File: src/rtl/lsa_pkg.sv
package lsa_pkg;

    typedef enum logic [1:0] {
        ACC_BYTE = 2'd0,
        ACC_HALF = 2'd1,
        ACC_WORD = 2'd2,
        ACC_RSVD = 2'd3
    } acc_size_e;

    // Number of bytes touched by an access size (reserved maps to zero).
    function automatic int unsigned size_bytes(acc_size_e s);
        unique case (s)
            ACC_BYTE: return 1;
            ACC_HALF: return 2;
            ACC_WORD: return 4;
            default:  return 0;
        endcase
    endfunction

endpackage

File: src/rtl/lsa_align_check.sv
module lsa_align_check
    import lsa_pkg::*;
(
    input  logic       active,
    input  acc_size_e  size,
    input  logic [1:0] addr_lo,
    output logic       fault
);
    logic misaligned;

    always_comb begin
        unique case (size)
            ACC_BYTE: misaligned = 1'b0;
            ACC_HALF: misaligned = addr_lo[0];
            ACC_WORD: misaligned = |addr_lo;
            default:  misaligned = 1'b1;
        endcase
        fault = active && misaligned;
    end

    always_comb begin
        if (active && size == ACC_BYTE) begin
            AST_BYTE_NEVER_FAULTS: assert (!fault)
                else $error("byte access faulted");
        end
    end
endmodule

File: src/rtl/lsa_store_path.sv
module lsa_store_path #(
    parameter int DATA_W = 32,
    localparam int LANES = DATA_W / 8,
    localparam int LANE_W = $clog2(LANES)
) (
    input  logic              active,
    input  logic [LANES-1:0]  size_mask,
    input  logic [LANE_W-1:0] lane_lo,
    input  logic [DATA_W-1:0] st_data,
    output logic [LANES-1:0]  be,
    output logic [DATA_W-1:0] wdata
);
    logic [DATA_W-1:0] byte_keep;

    for (genvar g = 0; g < LANES; g++) begin : g_keep
        assign byte_keep[8*g +: 8] = {8{size_mask[g]}};
    end

    always_comb begin
        if (active) begin
            be    = size_mask << lane_lo;
            wdata = (st_data & byte_keep) << {lane_lo, 3'b000};
        end else begin
            be    = '0;
            wdata = '0;
        end
    end

    always_comb begin
        if (active) begin
            AST_BE_COUNT: assert ($countones(be) == $countones(size_mask))
                else $error("lane count mismatch");
        end
    end

    for (genvar g = 0; g < LANES; g++) begin : g_idle_lane
        always_comb begin
            if (!be[g]) begin
                AST_IDLE_LANE_ZERO: assert (wdata[8*g +: 8] == 8'h00)
                    else $error("disabled lane carries data");
            end
        end
    end
endmodule

File: src/rtl/lsa_load_path.sv
module lsa_load_path
    import lsa_pkg::*;
#(
    parameter int DATA_W = 32,
    localparam int LANES = DATA_W / 8,
    localparam int LANE_W = $clog2(LANES)
) (
    input  logic              active,
    input  acc_size_e         size,
    input  logic              zero_ext,
    input  logic [LANE_W-1:0] lane_lo,
    input  logic [DATA_W-1:0] rdata,
    output logic [DATA_W-1:0] data
);
    logic [DATA_W-1:0] shifted;

    always_comb begin
        shifted = rdata >> {lane_lo, 3'b000};
        if (!active) begin
            data = '0;
        end else begin
            unique case (size)
                ACC_BYTE: data = {{(DATA_W-8){!zero_ext && shifted[7]}}, shifted[7:0]};
                ACC_HALF: data = {{(DATA_W-16){!zero_ext && shifted[15]}}, shifted[15:0]};
                default:  data = shifted;
            endcase
        end
    end

    always_comb begin
        if (active && size == ACC_BYTE && !zero_ext) begin
            AST_SIGN_FILL_BYTE: assert (data[DATA_W-1:8] == {(DATA_W-8){data[7]}})
                else $error("byte sign fill wrong");
        end
        if (active && size == ACC_HALF && !zero_ext) begin
            AST_SIGN_FILL_HALF: assert (data[DATA_W-1:16] == {(DATA_W-16){data[15]}})
                else $error("half sign fill wrong");
        end
        if (active && size == ACC_BYTE && zero_ext) begin
            AST_ZERO_FILL_BYTE: assert (data[DATA_W-1:8] == '0)
                else $error("byte zero fill wrong");
        end
    end
endmodule

File: src/rtl/lsa_aligner.sv
module lsa_aligner
    import lsa_pkg::*;
#(
    parameter int DATA_W = 32,
    parameter int ADDR_W = 32,
    localparam int LANES = DATA_W / 8,
    localparam int LANE_W = $clog2(LANES)
) (
    input  logic              ld_req,
    input  logic              st_req,
    input  logic [1:0]        acc_size,
    input  logic              ld_unsigned,
    input  logic              big_endian,
    input  logic [ADDR_W-1:0] addr,
    input  logic [DATA_W-1:0] st_data,
    input  logic [DATA_W-1:0] mem_rdata,
    output logic [LANES-1:0]  mem_be,
    output logic [DATA_W-1:0] mem_wdata,
    output logic [DATA_W-1:0] load_data,
    output logic              trap
);
    acc_size_e         size;
    logic [LANE_W-1:0] lane_lo;
    logic [LANES-1:0]  size_mask;
    int unsigned       nbytes;

    assign size = acc_size_e'(acc_size);

    // Lowest lane covered: offset itself when little-endian, mirrored otherwise.
    always_comb begin
        nbytes    = size_bytes(size);
        size_mask = LANES'((1 << nbytes) - 1);
        if (big_endian)
            lane_lo = LANE_W'(LANES - int'(addr[LANE_W-1:0]) - int'(nbytes));
        else
            lane_lo = addr[LANE_W-1:0];
    end

    lsa_align_check u_align (
        .active  (ld_req || st_req),
        .size    (size),
        .addr_lo (addr[1:0]),
        .fault   (trap)
    );

    lsa_store_path #(.DATA_W(DATA_W)) u_store (
        .active    (st_req && !trap),
        .size_mask (size_mask),
        .lane_lo   (lane_lo),
        .st_data   (st_data),
        .be        (mem_be),
        .wdata     (mem_wdata)
    );

    lsa_load_path #(.DATA_W(DATA_W)) u_load (
        .active   (ld_req && !trap),
        .size     (size),
        .zero_ext (ld_unsigned),
        .lane_lo  (lane_lo),
        .rdata    (mem_rdata),
        .data     (load_data)
    );

    always_comb begin
        if (trap) begin
            AST_TRAP_NO_WRITE: assert (mem_be == '0 && mem_wdata == '0)
                else $error("write during trap");
            AST_TRAP_LOAD_ZERO: assert (load_data == '0)
                else $error("load data during trap");
        end
        if (!ld_req && !st_req) begin
            AST_IDLE_QUIET: assert (!trap && mem_be == '0 && load_data == '0)
                else $error("activity while idle");
        end
    end
endmodule

File: config.mk
export PLATFORM = sky130hd
export DESIGN_NAME = lsa_aligner
export DESIGN_NICKNAME = d
export VERILOG_FILES = /design/src/rtl/lsa_pkg.sv /design/src/rtl/lsa_align_check.sv /design/src/rtl/lsa_store_path.sv /design/src/rtl/lsa_load_path.sv /design/src/rtl/lsa_aligner.sv
export SDC_FILE = /design/constraint.sdc
export NUM_CORES = 1
export LEC_CHECK = 0
export BUFFER_PORTS_ARGS = -buffer_cell sky130_fd_sc_hd__buf_2
export CORE_MARGIN = 2
export CORE_UTILIZATION = 41
export DETAILED_ROUTE_END_ITERATION = 7
export MAX_ROUTING_LAYER = met4
export PLACE_DENSITY_LB_ADDON = 0.08
export SLEW_MARGIN = 15
export SYNTH_ARGS = -nofsm -noshare
export SYNTH_HDL_FRONTEND = slang
export SYNTH_HIERARCHICAL = 1
export SYNTH_SLANG_ARGS = --single-unit
export TNS_END_PERCENT = 10
File: constraint.sdc
create_clock -name vclk -period 5.9
set_input_delay 0.295 -clock vclk [all_inputs]
set_output_delay 0.295 -clock vclk [all_outputs]
set_load 0.005 [all_outputs]
==> impl_metrics.env <==
export IMPL_io_pins=171
export IMPL_grt_pass1_vias=1900
export IMPL_n_fill_cell=435
export IMPL_portBuffers=141
export IMPL_design_seq_count=0
export IMPL_synth_area_um2=1720
export IMPL_worst_setup_path_start_kind="input pin"
export IMPL_drc_errors=0
export IMPL_grt_pass1_wl_um=9010
export IMPL_fp_row_count=23
export IMPL_seq_area_um2=0
export IMPL_finalSetupTns_ns=0
export IMPL_initial_core_util_pct=42.6
export IMPL_ant_nets=0
export IMPL_outcome="finished, final reports clean"
export IMPL_finalMaxSlewViolations=0
export IMPL_drt_wirelength_per_cell_um=14.1
export IMPL_ys_warn_count=6
export IMPL_vias_per_cell=5.43
export IMPL_coreArea_um2=4030
export IMPL_path_cells="buf_2 -> inv_1 -> ha_1 -> inv_1 -> ha_1 -> nand2_1 -> o21ai_4 -> buf_4 -> nor2b_4 -> a2bb2oi_1 -> a2111o_1 -> o21ai_0 -> buf_2"
export IMPL_crit_path_end_kind="primary output"
export IMPL_antenna_found_initial=0
export IMPL_synth_top_cell_area_share_pct=13.3
export IMPL_cts_setup_buffers=0
export IMPL_via_count=2375
export IMPL_leakagePower_nw=1.42
export IMPL_cap_viol_max_count=0
export IMPL_power_density_nw_per_um2=95.0
export IMPL_yosysTopAreaCell="nand2_1"
export IMPL_firstDrtPassIters=4
export IMPL_worstPathRequired_ns=5.61
export IMPL_peakVddDrop_v=0.0000881
export IMPL_gp_congestion=0.824
export IMPL_hold_path_class="in2out"
export IMPL_netlist_top_cells_area="nand2_1, mux2i_1, a21oi_1"
export IMPL_holdBufCountCts=0
export IMPL_die_area_um2=4720
export IMPL_hold_viol=0
export IMPL_timing_fmax_ghz=0.297
export IMPL_track_usage_pct=24.7
export IMPL_period_share_pct=57.0
export IMPL_critPathKind="in2out"
export IMPL_synth_nets=374
export IMPL_drive_above_1_share_pct=43.4
export IMPL_die_h_um=68.7
export IMPL_worst_pin_slew_ns=0.974
export IMPL_layout_commonest_cell="buf_2"
export IMPL_setup_viol=0
export IMPL_overflow=0
export IMPL_avgSynthCellArea_um2=6.43
export IMPL_critical_path_max_stage_delay_ns=0.51
export IMPL_initialDrtViolationCount=215
export IMPL_grt_start_max_net_pins=41
export IMPL_area_growth_pct=38.7
export IMPL_nNetsFinal=496
export IMPL_finalWirelength_um=6160
export IMPL_post_route_worst_setup_slack_ns=2.54
export IMPL_hpwl_um=4680
export IMPL_total_power_mw=0.227
export IMPL_n_antenna_cell=0
export IMPL_cts_resized=0
export IMPL_rsz0062_at_grt="no"
export IMPL_slew_headroom_pct=34.9
export IMPL_worst_path_max_fanout=40
export IMPL_synth_seq_area_share_pct=0
export IMPL_finalCriticalPeriod_ns=3.36
export IMPL_clock_buffers=0
export IMPL_crit_slowest_cell="buf_4"
export IMPL_synth_distinct_cells=37
export IMPL_layout_common_cells="buf_2, nand2_1, a21oi_1"
export IMPL_fp_dieW_um=68.7
export IMPL_place_ws_ns=2.56
export IMPL_synth_cells=267
export IMPL_critPathArrivalTime_ns=3.07
-- routing by layer --
metal	global-route usage, %	wire, um	part of all wire (%)
met1	33.9	2710	44
met2	41.2	2890	47
met3	1.62	534	8.7
met4	2.45	19	0.31
met5	-	0	0
-- where the power goes --
| group | switching, mW | internal, mW |
|---|---|---|
| clock network | 0 | 0 |
| logic | 0.120 | 0.107 |
| registers | 0 | 0 |
| total | 0.120 | 0.107 |
-- stage by stage --
| stage | util [%] | hold slack [ns] | area, um^2 | instances |
|---|---|---|---|---|
| 4_1_cts | 59.2 | 0.886 | 2380 | 437 |
| 3_5_place_dp | 59.2 | 0.885 | 2380 | 437 |
| 3_3_place_gp | 59.2 | 0.883 | 2380 | 437 |
| 2_1_floorplan | - | 0.679 | 1720 | 267 |
| 6_report | 59.2 | 0.885 | 2380 | 437 |
| 5_1_grt | 59.2 | 0.906 | 2380 | 437 |
-- worst max-delay path, delay by kind of cell --
kind            cells  cell delay [ns]
fa+ha+maj           2             0.40
simple gates        2             0.21
buf+inv             5             0.96
compound gates      4             1.19
-- worst paths after layout --
| kind | start | end | slack (ns) | cells after the start |
|---|---|---|---|---|
| max | acc_size[0] | load_data[20] | 2.54 | 13 |
| min | mem_rdata[30] | load_data[30] | 0.89 | 4 |
-- cell type report --
cell class | count | area, um^2 | area share [%]
Multi-Input combinational cell | 237 | 1570 | 65.7
Inverter | 5 | 18.8 | 0.787
Tap cell | 50 | 62.6 | 2.62
Timing Repair Buffer | 145 | 736 | 30.9
-- logic make-up (layout without fill, tap and decap cells) --
| logic type | count (synthesis) | after routing | share of synthesized area (%) |
|---|---|---|---|
| compound gates | 94 | 94 | 36.3 |
| mux | 27 | 27 | 17.1 |
| fa+ha+maj | 5 | 5 | 3.64 |
| buf+inv | 30 | 150 | 9.90 |
| xor+xnor | 2 | 2 | 1.02 |
| simple gates | 109 | 109 | 32.0 |
-- synth_stat cells, drive strengths merged --
cell     number
a2111o        1
a2111oi       1
a21oi        32
a22o          8
a2bb2oi       9
and2         10
and3          8
and3b         2
buf          19
clkbuf        6
ha            5
inv           5
mux2          9
mux2i        17
mux4          1
nand2        61
nand2b        5
nand3b        1
nor2          7
nor2b         4
nor3          1
nor3b         1
o211a         9
o21a          9
o21ai        16
o22ai         8
o31ai         1
or2           9
xnor2         2
Note: power is estimated with default switching activity, not from simulation.
